## src/rtl/ns_timer.sv

```systemverilog
`timescale 1ns/1ps
module ns_timer #(
  parameter int CNT_W  = 32,
  parameter int STEP_W = 7,
  parameter int ADDR_W = 3
) (
  input  logic              clk,
  input  logic              rst_n,
  input  logic              wr_en,
  input  logic [ADDR_W-1:0] addr,
  input  logic [CNT_W-1:0]  wdata,
  output logic [CNT_W-1:0]  rdata,
  output logic [CNT_W-1:0]  time_ns,
  output logic              period_evt
);
  localparam logic [ADDR_W-1:0] A_CTRL = 0;
  localparam logic [ADDR_W-1:0] A_TIME = 1;
  localparam logic [ADDR_W-1:0] A_WRAP = 2;
  localparam logic [ADDR_W-1:0] A_STEP = 3;
  localparam logic [ADDR_W-1:0] A_TRIM = 4;
  localparam int TRIM_LSB = 8;

  logic              run, wrap_en, evt_en;
  logic [CNT_W-1:0]  cnt, snap, wrap_at, trim_per, trim_cnt;
  logic [STEP_W-1:0] step, tstep;

  wire ctrl_wr = wr_en && addr == A_CTRL;
  wire time_wr = wr_en && addr == A_TIME;
  wire do_clear = ctrl_wr && wdata[3];
  wire do_snap  = ctrl_wr && wdata[4];

  wire trim_on  = trim_per != '0;
  wire trim_hit = trim_on && trim_cnt >= trim_per;
  wire [STEP_W-1:0] inc = trim_hit ? tstep : step;
  wire [CNT_W:0] sum = {1'b0, cnt} + {{(CNT_W+1-STEP_W){1'b0}}, inc};
  wire crossing = wrap_en && sum >= {1'b0, wrap_at};
  wire [CNT_W-1:0] wrapped = sum[CNT_W-1:0] - wrap_at;
  wire [CNT_W-1:0] nxt = crossing ? wrapped : sum[CNT_W-1:0];

  always_ff @(posedge clk) begin
    if (!rst_n) begin
      run <= 1'b0; wrap_en <= 1'b0; evt_en <= 1'b0;
      cnt <= '0; snap <= '0; wrap_at <= '0; trim_per <= '0; trim_cnt <= '0;
      step <= '0; tstep <= '0; period_evt <= 1'b0;
    end else begin
      period_evt <= 1'b0;
      if (ctrl_wr) begin
        run <= wdata[0]; wrap_en <= wdata[1]; evt_en <= wdata[2];
      end
      if (do_snap) snap <= cnt;
      if (wr_en && addr == A_WRAP) wrap_at <= wdata;
      if (wr_en && addr == A_TRIM) trim_per <= wdata;
      if (wr_en && addr == A_STEP) begin
        step  <= wdata[STEP_W-1:0];
        tstep <= wdata[TRIM_LSB +: STEP_W];
      end
      if (do_clear) begin
        cnt <= '0; trim_cnt <= '0;
      end else if (time_wr) begin
        cnt <= wdata;
      end else if (run) begin
        cnt <= nxt;
        trim_cnt <= (trim_hit || !trim_on) ? '0 : trim_cnt + 1'b1;
        period_evt <= crossing && evt_en;
      end
    end
  end

  logic [CNT_W-1:0] step_rd;
  always_comb begin
    step_rd = '0;
    step_rd[STEP_W-1:0] = step;
    step_rd[TRIM_LSB +: STEP_W] = tstep;
  end

  always_comb begin
    case (addr)
      A_CTRL:  rdata = {{(CNT_W-3){1'b0}}, evt_en, wrap_en, run};
      A_TIME:  rdata = snap;
      A_WRAP:  rdata = wrap_at;
      A_STEP:  rdata = step_rd;
      A_TRIM:  rdata = trim_per;
      default: rdata = '0;
    endcase
  end

  assign time_ns = cnt;
endmodule

```

## config.mk

```make
export PLATFORM = sky130hd
export DESIGN_NAME = ns_timer
export DESIGN_NICKNAME = d
export VERILOG_FILES = /design/src/rtl/ns_timer.sv
export SDC_FILE = /design/constraint.sdc
export NUM_CORES = 1
export LEC_CHECK = 0
export ABC_AREA = 1
export BUFFER_PORTS_ARGS = -buffer_cell sky130_fd_sc_hd__buf_2
export CORE_ASPECT_RATIO = 1.25
export CORE_MARGIN = 10
export CORE_UTILIZATION = 55
export CTS_CLUSTER_DIAMETER = 200
export DETAILED_ROUTE_END_ITERATION = 7
export PLACE_DENSITY = 0.87
export SKIP_LAST_GASP = 1
export SLEW_MARGIN = 20
export SYNTH_ARGS = -nofsm -noshare
export SYNTH_HDL_FRONTEND = slang
export SYNTH_SLANG_ARGS = --single-unit
```

## constraint.sdc

```tcl
create_clock -name clk -period 4.8 [get_ports clk]
set_clock_uncertainty 0.05 [all_clocks]
set_input_delay 0.96 -clock clk [delete_from_list [all_inputs] [get_ports clk]]
set_output_delay 0.96 -clock clk [all_outputs]
set_load 0.005 [all_outputs]
```

# Word-level counts from Yosys, hierarchy flattened
# Cells that the tools add are included.
dict set report totals {
  ramBits 0
  out_inout_bits 65
  regBits 178
  latch_bits 0
  mem_bits_ro 0
  mem_count 0
}
dict set report classes {
  n_addsub 3
  muxes 6
  bitwise_logic 3
  shift 0
  multipliers 0
  n_lt_le_gt_ge 2
  n_div 0
  eq_ne 4
  n_reduce_logical 18
}
# operator count
set op_table {}
lappend op_table {{32-bit case mux with 5 select lines} 1}
lappend op_table {{32-bit two-way mux} 4}
lappend op_table {{32-bit by 7-bit adder with 33-bit output} 1}
lappend op_table {{33-bit by 32-bit >= comparator with 1-bit output} 1}
lappend op_table {{32-bit by 1-bit adder with 32-bit output (second input constant)} 1}
lappend op_table {{32-bit >= comparator} 1}
lappend op_table {{32-bit nonzero test} 1}
lappend op_table {{32-bit subtractor} 1}
lappend op_table {{1-bit logical AND} 10}
lappend op_table {{7-bit two-way mux} 1}
lappend op_table {{3-bit by 2-bit equality test with 1-bit output (second input constant)} 2}
lappend op_table {{4-bit OR reduction} 1}
lappend op_table {{3-bit by 1-bit equality test with 1-bit output (second input constant)} 1}
lappend op_table {{3-bit equality test (second input constant)} 1}
lappend op_table {{3-bit logical NOT} 1}
lappend op_table {{1-bit inverter} 3}
lappend op_table {{2-bit AND reduction} 1}
lappend op_table {{2-bit nonzero test} 1}
lappend op_table {{2-bit OR reduction} 1}
lappend op_table {{1-bit logical NOT} 1}
lappend op_table {{1-bit logical OR} 1}

# Depth between registers and ports, before layout
dict set report depth {
  depth_word 9
  ltp_mapped 46
  ltp_nobuf 44
}

# Worst setup path after synthesis
# OpenSTA, ideal clock, no wires.
dict set report synth_path {
  path_kind {register -> register}
  from {reg trim_per[31]}
  to {reg cnt[11], in the netlist time_ns[11]}
  arrival_time_ps 4900
  setup_slack_ps -282
  path_buffers 2
  t_required_ps 4618
  synth_period_minus_slack_ps 5082
  stages_incl_launch_ff 37
  cell_sequence {dfxtp_1 inv_1 ha_1 nand4_1 inv_1 nand2_1 nor4b_1 nand4_1 nand3_1 nand2_1 clkbuf_1 o21ai_0 ha_1 inv_1 fa_1 nand3b_1 nand2_1 nand2_1 nand3_2 nand2_1 nor2_2 nand2_1 xor2_1 inv_1 ha_1 nand2_1 nor2_1 nand2_1 nor2_1 a31oi_1 nand2_1 nand2_1 nand3_4 buf_2 nand3_1 nand3_1 a21oi_1}
}
dict set report synth_between {
  elab_chain_len 9
}
# item line_no
set synth_lines {}
lappend synth_lines {{start: declaration} 24} ;# logic [CNT_W-1:0] cnt, snap, wrap_at, trim_per, trim_cnt;
lappend synth_lines {{start signal: assignment} 52} ;# if (wr_en && addr == A_TRIM) trim_per <= wdata;
lappend synth_lines {{32-bit >= comparator / 32-bit nonzero test (equally long branches)} {33, 32}}
lappend synth_lines {{1-bit logical AND *} 33} ;# wire trim_hit = trim_on && trim_cnt >= trim_per;
lappend synth_lines {{7-bit two-way mux *} 34} ;# wire [STEP_W-1:0] inc = trim_hit ? tstep : step;
lappend synth_lines {{32-bit by 7-bit adder with 33-bit output *} 35} ;# wire [CNT_W:0] sum = {1'b0, cnt} + {{(CNT_W+1-STEP_W){1'b0}}, inc};
lappend synth_lines {{33-bit by 32-bit >= comparator with 1-bit output} 36} ;# wire crossing = wrap_en && sum >= {1'b0, wrap_at};
lappend synth_lines {{1-bit logical AND} 36}
lappend synth_lines {{32-bit two-way mux *} 38} ;# wire [CNT_W-1:0] nxt = crossing ? wrapped : sum[CNT_W-1:0];
lappend synth_lines {{32-bit two-way mux *} 61} ;# end else if (run) begin
lappend synth_lines {{32-bit two-way mux *} 59} ;# end else if (time_wr) begin
lappend synth_lines {{end signal: assignment} 60} ;# cnt <= wdata;
lappend synth_lines {{end signal: assignment} 62} ;# cnt <= nxt;
lappend synth_lines {{end: declaration} 24}
# Every way passes the cells marked *; elsewhere a longest branch is shown, timed or not. The select of a mux whose other input is x is not followed.
# A chain may end at the register's enable or synchronous reset.

# Worst setup path after layout
dict set report layout_path {
  from {reg trim_per[26]}
  to {reg cnt[14], in the netlist time_ns[14]}
}
# Same word-level chain as after synthesis.

==> summary.md <==
| Metric | Value |
|---|---|
| Status | `complete, but fails checks` |
| Failing checks | `negative setup slack` |
| H-tree Lvls | `4` |
| First-pass GRT wire length | `~74,000 um` |
| Number of global-route vias before repair | `14,400` |
| Io pins | `roughly 100` |
| R2R Path Start | `trim_per[26]` |
| Startpoint Class | `register` |
| Fmax | `~0.17 GHz` |
| Most common cell after layout, fill and taps aside | `nand2_1` |
| Min-delay src | `snap[31]` |
| Max cap viols | `0` |
| Initial Util | `0.560` |
| CTS Sinks | `178` |
| Routability cong. | `roughly 0.98` |
| Post-synthesis net count | `roughly 2,100` |
| DRC Markers | `0` |
| Pleak | `7.91 nW` |
| Detail Route Antenna Nets | `0` |
| Total global-route track usage | `0.309` |
| Post-synthesis sequential area ratio | `0.285` |
| Dpl hpwl | `approximately 35,000 um` |
| Synth unique cells | `between 40 and 50` |
| Reg area | `around 3600 sq um` |
| Fin crit share | `1.20` |
| Layout cell share with drive strength beyond 1 | `0.261` |
| Port buffer count | `between 100 and 150` |
| Power per cell area | `roughly 280 nW/um^2` |
| Final #Nets | `around 2,400` |
| CTS tree | `built` |
| Root buf cell | `clkbuf_16` |
| First DRT Iteration DRCs | `around 1,900` |
| Layout Utilization | `0.747` |
| Final setup fails | `33` |
| Asr flop ratio synth | `0` |
| Place WS | `-0.993 ns` |
| Cell Area, Placed | `roughly 15,000 sq um` |
| Fillers | `1,668` |
| WHS | `0.413 ns` |
| Min-delay worst type | `reg -> reg` |
| Reg clk slew, reported paths | `roughly 0.070 ns` |
| Required @ worst endpoint | `between 5 and 6 ns` |
| Vias per Instance | `5.88` |
| Ant diodes | `0` |
| Min cycle time layout | `5.75 ns` |
| Full die area | `between 20,000 and 30,000 sq um` |
| Router iterations before antenna repair | `6` |
| Max IR drop VDD | `around 0.23 mV` |
| Worst-margin pin slew | `between 1 and 1.5 ns` |
| Mapped Cells | `a little under 2,000` |
| Critical Path Slowest Stage Cell | `xor2_1` |
| Crit. End Element | `register` |
| Core area | `between 20,000 and 25,000 sq um` |
| RSZ-0062 raised after global routing | `yes` |
| Commonest non-fill, non-tap cells in the layout | `nand2_1, inv_1, buf_4, a21oi_1, dfxtp_1` |
| Final WS setup | `-0.951 ns` |
| Primary FF master, synth | `dfxtp_1` |
| WS Path Type | `reg -> reg` |
| Ys Warns | `0` |
| Routed length per instance | `19.3 um` |
| Delay of the slowest critical-path stage | `roughly 0.36 ns` |
| Total gr overflow | `0` |
| Syn_area_per_cell | `6.35 sq um` |
| Critical path origin | `trim_per[26]` |
| Hold Violations, Final | `0` |
| Worst skew pair latency | `approximately 0.45 ns` |
| Pins Over Slew Limit | `0` |
| Die Ht | `between 150 and 200 um` |
| Die X | `roughly 150 um` |
| CP max FO | `6` |
| Largest net degree at the start of global routing | `101` |
| Most frequent CP cell | `nand2_1` |
| Rows | `61` |
| CP arrival | `~6.1 ns` |
| Overall power | `approximately 4.6 mW` |
| Initial antenna violation count | `0` |
| Layout area overhead | `33.3%` |
| Slew HR | `0.277` |
| Post-Route WL | `49,300 um` |
| EDFF count, synth | `0` |
| Vias | `15,000` |
| Mapped Area | `12,500 sq um` |
| Bufs on Longest Clock Path | `2` |
| Number of buffers created by CTS | `17` |
| Yosys reg bits | `around 180` |
| Multi-input logic area | `just over 8000 sq um` |
| Final instance area | `16,600 sq um` |
[routing by layer]
layer	wire [um]	up-vias	track usage
met4	3440	0	0.183
li1	-	6932	-
met5	0	-	0
met1	17500	6831	0.360
met2	23700	987	0.523
met3	4620	258	0.0483
[where the power goes]
group | leakage (nW) | internal (mW) | switching [mW]
Sequential | 1.45 | 1.51 | 0.0311
Clock | 0.282 | 0.790 | 0.641
Combinational | 6.18 | 0.676 | 0.946
[repair_timing]
action	4_1_cts	5_1_grt
hold buffers	0	0
setup buffers	11	11
cloned	6	3
endpoints found under the hold margin	0	0
resized for setup	86	116
pin swaps	25	65
setup endpoints to repair	33	33
[cell type report]
type,instances,area share
clock buffers,19,0.0266
clock inverters,13,0.00909
inverters,377,0.0850
multi-input cells,1340,0.496
flip-flops and latches,178,0.215
well taps,283,0.0213
repair buffers,344,0.148
[critical path: cells and delay by family, from the launching register on]
kind | cells | cell delay (ns)
buffers and inverters | 9 | 1.23
AOI/OAI and AO/OA | 3 | 0.50
adders and majority gates | 3 | 0.91
DFF | 1 | 0.32
and+or+nand+nor | 21 | 2.28
xor gates and xnor gates | 1 | 0.36
[state kept, by name, indices dropped and copies added (netlist names)]
| signal | cells |
|---|---|
| time_ns | 32 |
| snap | 32 |
| period_evt | 1 |
| tstep | 7 |
| wrap_at | 32 |
| trim_per | 32 |
| wrap_en | 1 |
| step | 7 |
| run | 1 |
| evt_en | 1 |
| trim_cnt | 32 |
[synthesized netlist by cell type, types with 7 or more instances]
master | instances | area share
nor4_1 | 8 | 0.0040
inv_2 | 7 | 0.0021
nand4_1 | 25 | 0.013
o21ai_0 | 136 | 0.055
nand2_1 | 425 | 0.13
clkbuf_1 | 48 | 0.014
o221ai_1 | 21 | 0.015
dfxtp_1 | 178 | 0.29
o22ai_1 | 17 | 0.0085
inv_1 | 370 | 0.11
buf_2 | 12 | 0.0048
nor3_1 | 27 | 0.011
xor2_1 | 50 | 0.035
buf_1 | 12 | 0.0036
xnor2_1 | 15 | 0.011
a221o_1 | 11 | 0.0088
nand3_1 | 167 | 0.067
a21oi_1 | 187 | 0.075
ha_1 | 72 | 0.072
nor2_1 | 123 | 0.037
[cells by family after synthesis]
group           Yosys count  synth area share
simple gates            808             0.283
buf+inv                 453             0.139
compound gates          387             0.171
flops                   178             0.285
fa+ha+maj                74            0.0753
xor+xnor                 65            0.0456
mux                       1          0.000802
[worst paths after layout]
path | cells after the start | slack (ns) | to
hold reg to reg | 2 | 0.41 | snap[31]
setup / recovery | 37 | -0.95 | time_ns[14]
setup reg to reg | 37 | -0.95 | time_ns[14]
hold / removal | 2 | 0.41 | snap[31]
[metrics by stage]
stage / setup TNS [ns] / instances
final: -29.17 / 2554
after global routing: -38.75 / 2554
after CTS: -18.57 / 2540
after detailed placement: -30.36 / 2491
after global placement: -25.80 / 2491
after floorplan: -0.0107 / 1966
Note: power is estimated with default switching activity, not from simulation.
